<file path="src/rtl/cal_alarm_pkg.sv">
package cal_alarm_pkg;
   // field order on now_i and on the alarm write addresses
   localparam int unsigned FLD_SEC   = 0;
   localparam int unsigned FLD_MIN   = 1;
   localparam int unsigned FLD_HOUR  = 2;
   localparam int unsigned FLD_WDAY  = 3;
   localparam int unsigned FLD_DATE  = 4;
   localparam int unsigned FLD_MONTH = 5;
   localparam int unsigned FLD_YEAR  = 6;
   localparam int unsigned CAL_FIELDS = 7;

   // control word bit positions
   localparam int unsigned CTL_WAKE_EN   = 0;
   localparam int unsigned CTL_REMOTE_EN = 1;
   localparam int unsigned CTL_CLR_WAKE  = 2;
   localparam int unsigned CTL_CLR_FLAG  = 3;
   localparam int unsigned CTL_MIN_W     = 4;

   typedef struct packed {
      logic remote_en;
      logic wake_en;
   } wake_cfg_t;
endpackage

</file>
<file path="src/rtl/cal_alarm_field_cmp.sv">
module cal_alarm_field_cmp #(
   parameter int unsigned BYTE_W      = 8,
   parameter int unsigned WILD_BITS   = 2,
   parameter bit          WILDCARD_EN = 1'b1
) (
   input  logic [BYTE_W-1:0] alarm_b_i,
   input  logic [BYTE_W-1:0] time_b_i,
   output logic              hit_o,
   output logic              wild_o
);
   generate
      if (WILDCARD_EN) begin : g_wild
         assign wild_o = &alarm_b_i[BYTE_W-1 -: WILD_BITS];
      end else begin : g_exact
         assign wild_o = 1'b0;
      end
   endgenerate

   assign hit_o = wild_o | (alarm_b_i == time_b_i);
endmodule

</file>
<file path="src/rtl/cal_alarm_regs.sv">
module cal_alarm_regs
   import cal_alarm_pkg::*;
#(
   parameter int unsigned NUM_FIELDS = 7,
   parameter int unsigned BYTE_W     = 8,
   parameter int unsigned ADDR_W     = 3,
   parameter logic [7:0]  RST_BYTE   = 8'h00
) (
   input  logic                         clk,
   input  logic                         rst_n,
   input  logic                         wr_en_i,
   input  logic [ADDR_W-1:0]            wr_addr_i,
   input  logic [BYTE_W-1:0]            wr_data_i,
   output logic [NUM_FIELDS*BYTE_W-1:0] alarm_bytes_o,
   output wake_cfg_t                    cfg_o,
   output logic                         clr_wake_o,
   output logic                         clr_flag_o
);
   localparam int unsigned CTRL_ADDR = NUM_FIELDS;

   logic ctrl_sel;
   assign ctrl_sel = wr_en_i && (wr_addr_i == ADDR_W'(CTRL_ADDR));

   generate
      for (genvar gi = 0; gi < NUM_FIELDS; gi++) begin : g_byte
         always_ff @(posedge clk or negedge rst_n) begin
            if (!rst_n) begin
               alarm_bytes_o[gi*BYTE_W +: BYTE_W] <= BYTE_W'(RST_BYTE);
            end else if (wr_en_i && (wr_addr_i == ADDR_W'(gi))) begin
               alarm_bytes_o[gi*BYTE_W +: BYTE_W] <= wr_data_i;
            end
         end
      end
   endgenerate

   always_ff @(posedge clk or negedge rst_n) begin
      if (!rst_n) begin
         cfg_o <= '0;
      end else if (ctrl_sel) begin
         cfg_o.wake_en   <= wr_data_i[CTL_WAKE_EN];
         cfg_o.remote_en <= wr_data_i[CTL_REMOTE_EN];
      end
   end

   assign clr_wake_o = ctrl_sel && wr_data_i[CTL_CLR_WAKE];
   assign clr_flag_o = ctrl_sel && wr_data_i[CTL_CLR_FLAG];


   ctrl_load_chk: assert property (@(posedge clk) disable iff (!rst_n)
      ctrl_sel |=> (cfg_o.wake_en == $past(wr_data_i[CTL_WAKE_EN])));
endmodule

</file>
<file path="src/rtl/cal_alarm_wake_ctl.sv">
module cal_alarm_wake_ctl
   import cal_alarm_pkg::*;
(
   input  logic      clk,
   input  logic      rst_n,
   input  logic      hit_tick_i,
   input  logic      standby_ok_i,
   input  wake_cfg_t cfg_i,
   input  logic      clr_wake_i,
   output logic      pwr_on_n_o
);
   logic req_q, req_d;
   logic pend_q, pend_d;
   logic wake_now, pend_set, pend_release;

   assign pend_release = pend_q && standby_ok_i;
   assign wake_now     = (hit_tick_i && standby_ok_i && cfg_i.wake_en) || pend_release;
   assign pend_set     = hit_tick_i && !standby_ok_i && cfg_i.remote_en;

   always_comb begin
      req_d = req_q;
      if (clr_wake_i) req_d = 1'b0;
      if (wake_now)   req_d = 1'b1;
      pend_d = pend_q;
      if (clr_wake_i)   pend_d = 1'b0;
      if (pend_release) pend_d = 1'b0;
      if (pend_set)     pend_d = 1'b1;
   end

   always_ff @(posedge clk or negedge rst_n) begin
      if (!rst_n) begin
         req_q  <= 1'b0;
         pend_q <= 1'b0;
      end else begin
         req_q  <= req_d;
         pend_q <= pend_d;
      end
   end

   assign pwr_on_n_o = ~req_q;


   pend_release_chk: assert property (@(posedge clk) disable iff (!rst_n)
      (pend_q && standby_ok_i) |=> !pwr_on_n_o);

   no_wake_absent_chk: assert property (@(posedge clk) disable iff (!rst_n)
      $fell(pwr_on_n_o) |-> $past(standby_ok_i));

   pend_needs_remote_chk: assert property (@(posedge clk) disable iff (!rst_n)
      $rose(pend_q) |-> $past(cfg_i.remote_en && !standby_ok_i && hit_tick_i));

   wake_hold_chk: assert property (@(posedge clk) disable iff (!rst_n)
      $rose(pwr_on_n_o) |-> $past(clr_wake_i));
endmodule

</file>
<file path="src/rtl/cal_alarm_wake.sv">
module cal_alarm_wake
   import cal_alarm_pkg::*;
#(
   parameter int unsigned NUM_FIELDS  = CAL_FIELDS,
   parameter int unsigned BYTE_W      = 8,
   parameter int unsigned WILD_BITS   = 2,
   parameter bit          WILDCARD_EN = 1'b1,
   parameter logic [7:0]  RST_BYTE    = 8'h00,
   localparam int unsigned ADDR_W     = $clog2(NUM_FIELDS + 1),
   localparam int unsigned TIME_W     = NUM_FIELDS * BYTE_W
) (
   input  logic              clk,
   input  logic              rst_n,
   input  logic              tick_i,
   input  logic [TIME_W-1:0] now_i,
   input  logic              standby_ok_i,
   input  logic              wr_en_i,
   input  logic [ADDR_W-1:0] wr_addr_i,
   input  logic [BYTE_W-1:0] wr_data_i,
   output logic              match_pulse_o,
   output logic              alarm_flag_o,
   output logic              pwr_on_n_o
);
   generate
      if (WILD_BITS < 1 || WILD_BITS > BYTE_W) begin : g_bad_wild
         $error("WILD_BITS must lie in 1..BYTE_W");
      end
      if (BYTE_W < CTL_MIN_W) begin : g_bad_width
         $error("BYTE_W too narrow for the control word");
      end
      if (NUM_FIELDS < 1) begin : g_bad_fields
         $error("NUM_FIELDS must be at least 1");
      end
   endgenerate

   logic [TIME_W-1:0]     alarm_bytes;
   logic [NUM_FIELDS-1:0] field_hit, field_wild;
   logic                  all_hit, hit_tick;
   logic                  clr_wake, clr_flag;
   wake_cfg_t             cfg;

   cal_alarm_regs #(
      .NUM_FIELDS (NUM_FIELDS),
      .BYTE_W     (BYTE_W),
      .ADDR_W     (ADDR_W),
      .RST_BYTE   (RST_BYTE)
   ) regs_i (
      .clk           (clk),
      .rst_n         (rst_n),
      .wr_en_i       (wr_en_i),
      .wr_addr_i     (wr_addr_i),
      .wr_data_i     (wr_data_i),
      .alarm_bytes_o (alarm_bytes),
      .cfg_o         (cfg),
      .clr_wake_o    (clr_wake),
      .clr_flag_o    (clr_flag)
   );

   generate
      for (genvar gf = 0; gf < NUM_FIELDS; gf++) begin : g_field
         cal_alarm_field_cmp #(
            .BYTE_W      (BYTE_W),
            .WILD_BITS   (WILD_BITS),
            .WILDCARD_EN (WILDCARD_EN)
         ) cmp_i (
            .alarm_b_i (alarm_bytes[gf*BYTE_W +: BYTE_W]),
            .time_b_i  (now_i[gf*BYTE_W +: BYTE_W]),
            .hit_o     (field_hit[gf]),
            .wild_o    (field_wild[gf])
         );
      end
   endgenerate

   assign all_hit  = &field_hit;
   assign hit_tick = tick_i && all_hit;

   always_ff @(posedge clk or negedge rst_n) begin
      if (!rst_n) begin
         match_pulse_o <= 1'b0;
         alarm_flag_o  <= 1'b0;
      end else begin
         match_pulse_o <= hit_tick;
         if (hit_tick)      alarm_flag_o <= 1'b1;
         else if (clr_flag) alarm_flag_o <= 1'b0;
      end
   end

   cal_alarm_wake_ctl wake_i (
      .clk          (clk),
      .rst_n        (rst_n),
      .hit_tick_i   (hit_tick),
      .standby_ok_i (standby_ok_i),
      .cfg_i        (cfg),
      .clr_wake_i   (clr_wake),
      .pwr_on_n_o   (pwr_on_n_o)
   );


   pulse_needs_tick_chk: assert property (@(posedge clk) disable iff (!rst_n)
      match_pulse_o |-> $past(tick_i));

   all_wild_fires_chk: assert property (@(posedge clk) disable iff (!rst_n)
      (tick_i && (&field_wild)) |=> match_pulse_o);

   flag_rise_chk: assert property (@(posedge clk) disable iff (!rst_n)
      $rose(alarm_flag_o) |-> match_pulse_o);

   flag_hold_chk: assert property (@(posedge clk) disable iff (!rst_n)
      $fell(alarm_flag_o) |-> $past(clr_flag));

   local_wake_chk: assert property (@(posedge clk) disable iff (!rst_n)
      (hit_tick && standby_ok_i && cfg.wake_en) |=> !pwr_on_n_o);
endmodule

</file>
<file path="config.mk">
export PLATFORM = sky130hd
export DESIGN_NAME = cal_alarm_wake
export DESIGN_NICKNAME = d
export VERILOG_FILES = /design/src/rtl/cal_alarm_pkg.sv /design/src/rtl/cal_alarm_field_cmp.sv /design/src/rtl/cal_alarm_regs.sv /design/src/rtl/cal_alarm_wake_ctl.sv /design/src/rtl/cal_alarm_wake.sv
export SDC_FILE = /design/constraint.sdc
export NUM_CORES = 1
export LEC_CHECK = 0
export CORE_MARGIN = 5
export CORE_UTILIZATION = 50
export CTS_CLUSTER_SIZE = 30
export DETAILED_ROUTE_END_ITERATION = 8
export PLACE_DENSITY = 0.81
export SYNTH_ARGS = -nofsm -noshare
export SYNTH_HDL_FRONTEND = slang
export SYNTH_SLANG_ARGS = --single-unit
</file>
<file path="constraint.sdc">
create_clock -name clk -period 3.7 [get_ports clk]
set_input_delay 0.74 -clock clk [delete_from_list [all_inputs] [get_ports clk]]
set_output_delay 0.74 -clock clk [all_outputs]
set_load 0.03 [all_outputs]
</file>
==> results.sh <==
export IMPL_die_area_sq_um=7850
export IMPL_timing_fmax_mhz=454
export IMPL_clk_pin_slew_ns=0.07
export IMPL_final_setup_viol_count=0
export IMPL_cts_setup_buffers=0
export IMPL_cts_made_buffers=9
export IMPL_wl_per_cell_um=16.9
export IMPL_ant_nets=0
export IMPL_dp_hpwl_mm=4.87
export IMPL_nets=393
export IMPL_ys_types=24
export IMPL_initial_core_util_pct=51.9
export IMPL_place_gp_congestion=0.775
export IMPL_r2r_slack_ns=2.03
export IMPL_clock_path_buffers=2
export IMPL_place_inst=385
export IMPL_start_kind="register"
export IMPL_synth_commonest_cells="dfrtp_1 (62), xnor2_1 (56), mux2_2 (55), nand2_1 (21), nand4_1 (15)"
export IMPL_final_cells=401
export IMPL_n_fill_cell=449
export IMPL_avgSynthCellArea_sq_um=13.0
export IMPL_clock_root_buffer="clkbuf_8"
export IMPL_drt_total_wl_mm=6.80
export IMPL_grt_busiest_layer="met2"
export IMPL_crit_required_ns=2.96
export IMPL_cts_tree="yes"
export IMPL_synth_most_common_cell="dfrtp_1"
export IMPL_synth_ff_type="dfrtp_1"
export IMPL_cts_resized_gates=0
export IMPL_design_core_area_sq_um=5960
export IMPL_viasPerCell=5.27
export IMPL_cpPeakStageDelay_ns=0.67
export IMPL_ff2ff_path_depth=6
export IMPL_fin_crit_sh_pct=59.5
export IMPL_ir_drop_mv=0.293
export IMPL_synth_net_count=310
export IMPL_whs_path_depth=1
export IMPL_ys_top_cells_by_area="dfrtp_1 (50%), mux2_2 (20%), xnor2_1 (16%)"
export IMPL_die_w_um=88.6
export IMPL_pwr_density_cell_nw_per_um2=477
export IMPL_period_needed_ns=2.20
export IMPL_hold_path_class="register to register"
export IMPL_track_usage_pct=19.1
export IMPL_netlist_instances=238
export IMPL_ys_seq_elements=62
export IMPL_reg2reg_to="wake_i.pend_q"
export IMPL_synthDominantCellAreaShare_pct=50.2
export IMPL_report_final_slew_viol_count=0
export IMPL_drc_errors=0
export IMPL_firstDrtPassIters=4
export IMPL_drt_iter0_drc=52
export IMPL_grt_pass1_wl_mm=10.9
export IMPL_seq_area_frac_synth_pct=50.2
export IMPL_status="complete, no violations"
export IMPL_area_growth_pct=32.9
export IMPL_crit_path_top_delay_cell="clkdlybuf4s50_1"
export IMPL_die_h_um=88.6
export IMPL_grt_max_degree=53
export IMPL_io_pins=75
export IMPL_hp_start="alarm_flag_o"
export IMPL_grtUsageMet3_pct=6.15
export IMPL_antenna_found_initial=0
export IMPL_cp_data_arrival_time_ns=1.46
export IMPL_num_vias=2112
export IMPL_async_flop_share_pct=100
export IMPL_crit_chain="inv_1, clkdlybuf4s50_1"
export IMPL_crit_path_end_kind="output port"
export IMPL_tightest_slew_ns=1.16
export IMPL_drive_above_1_share_pct=24.8
export IMPL_n_antenna_cell=0
export IMPL_grt_pass1_vias=2218
export IMPL_yosys_warnings=0
export IMPL_grt_overflow=0
export IMPL_fin_setup_tns_ns=0
export IMPL_synth_edff_count=0
export IMPL_drv_cap=0
export IMPL_cp_max_fo=2
export IMPL_rows=28
export IMPL_insertion_delay_ns=0.34
export IMPL_final_hold_viol_count=0
export IMPL_synth_largest_area_cell="dfrtp_1"
export IMPL_htree_num_levels=3
export IMPL_r2r_start="regs_i.alarm_bytes_o[4]"
export IMPL_slew_headroom_pct=22.6
export IMPL_clock_sinks=62
export IMPL_p_leak_nw=1.62
export IMPL_met1_usage_pct=23.9
export IMPL_fin_skew_ns=0.00610
export IMPL_grt_met2_usage_pct=30.6
export IMPL_synth_area_sq_um=3090
export IMPL_cts_hold_buffers=0
export IMPL_rsz0062_at_grt="no"
export IMPL_io_buffers=74
export IMPL_hold_end="alarm_flag_o"
export IMPL_crit_type="register to output port"
==> placed cells by master (no fill, tap or decap), drive strengths merged, types with 4 or more instances in the layout <==
cell / instances
clkbuf: 10
clkdlybuf4s50: 73
clkinv: 4
dfrtp: 62
mux2: 56
nand2: 21
nand4: 15
o21ai: 7
xnor2: 56
==> cell families after synthesis <==
| kind of cell | after synthesis | synth area share, % |
|---|---|---|
| buffers and inverters | 5 | 0.890 |
| xor gates and xnor gates | 56 | 15.9 |
| muxes | 56 | 20.4 |
| and+or+nand+nor | 48 | 10.4 |
| AOI/OAI and AO/OA | 11 | 2.27 |
| DFF | 62 | 50.2 |
==> flip-flops by register name, indices dropped and copies added (netlist names) <==
register              count
regs_i.alarm_bytes_o     56
regs_i.cfg_o              2
alarm_flag_o              1
match_pulse_o             1
wake_i.pend_q             1
wake_i.req_q              1
==> final cells by class <==
| class | count | area (sq um) | area share [%] |
|---|---|---|---|
| clock inverter | 6 | 61.3 | 1.49 |
| sequential | 62 | 1550 | 37.8 |
| multi-input combinational | 171 | 1510 | 36.8 |
| timing repair buffer | 75 | 743 | 18.1 |
| clock buffer | 10 | 138 | 3.35 |
| tap | 75 | 93.8 | 2.29 |
| inverter | 2 | 7.51 | 0.183 |
==> per-layer routing <==
| layer | wire [um] | up-vias | part of all wire, % |
|---|---|---|---|
| met5 | 0 | - | 0 |
| met4 | 106 | 0 | 1.6 |
| met2 | 3340 | 53 | 49 |
| met3 | 408 | 8 | 6.0 |
| li1 | - | 1005 | - |
| met1 | 2940 | 1046 | 43 |
==> how the worst max path moves through the flow <==
stage	startpoint	to	slack, ns	cells after the start
after floorplan	wr_addr_i[0]	regs_i.alarm_bytes_o[46]	1.92	5
after detailed placement	wr_addr_i[2]	regs_i.alarm_bytes_o[46]	1.17	4
after global placement	wr_addr_i[0]	regs_i.alarm_bytes_o[13]	1.23	3
after CTS	wake_i.req_q	pwr_on_n_o	1.48	2
after global routing	wr_addr_i[0]	regs_i.alarm_bytes_o[46]	1.44	4
final	wake_i.req_q	pwr_on_n_o	1.50	2
==> stage by stage <==
stage	setup slack (ns)	power (W)	area [sq um]	hold slack (ns)	util, %
final	1.50	0.00196	4110	0.493	68.9
after global routing	1.44	0.00207	4110	0.526	68.9
after CTS	1.48	0.00199	4110	0.505	68.9
after detailed placement	1.17	0.00139	3910	0.468	65.6
after global placement	1.23	0.00137	3910	0.468	65.6
after floorplan	1.92	0.00121	3090	0.444	-
==> where the power goes <==
group          total (W)  switching [W]  internal [W]
Sequential      0.000925       0.000106      0.000819
Combinational   0.000445       0.000154      0.000291
Clock           0.000591       0.000264      0.000326
==> critical path: cells and delay by family, from the launching register on <==
family                 cells  cell delay (ns)
buffers and inverters      2             0.74
flip-flops                 1             0.39
No activity file was read; power rests on OpenSTA's default activity.
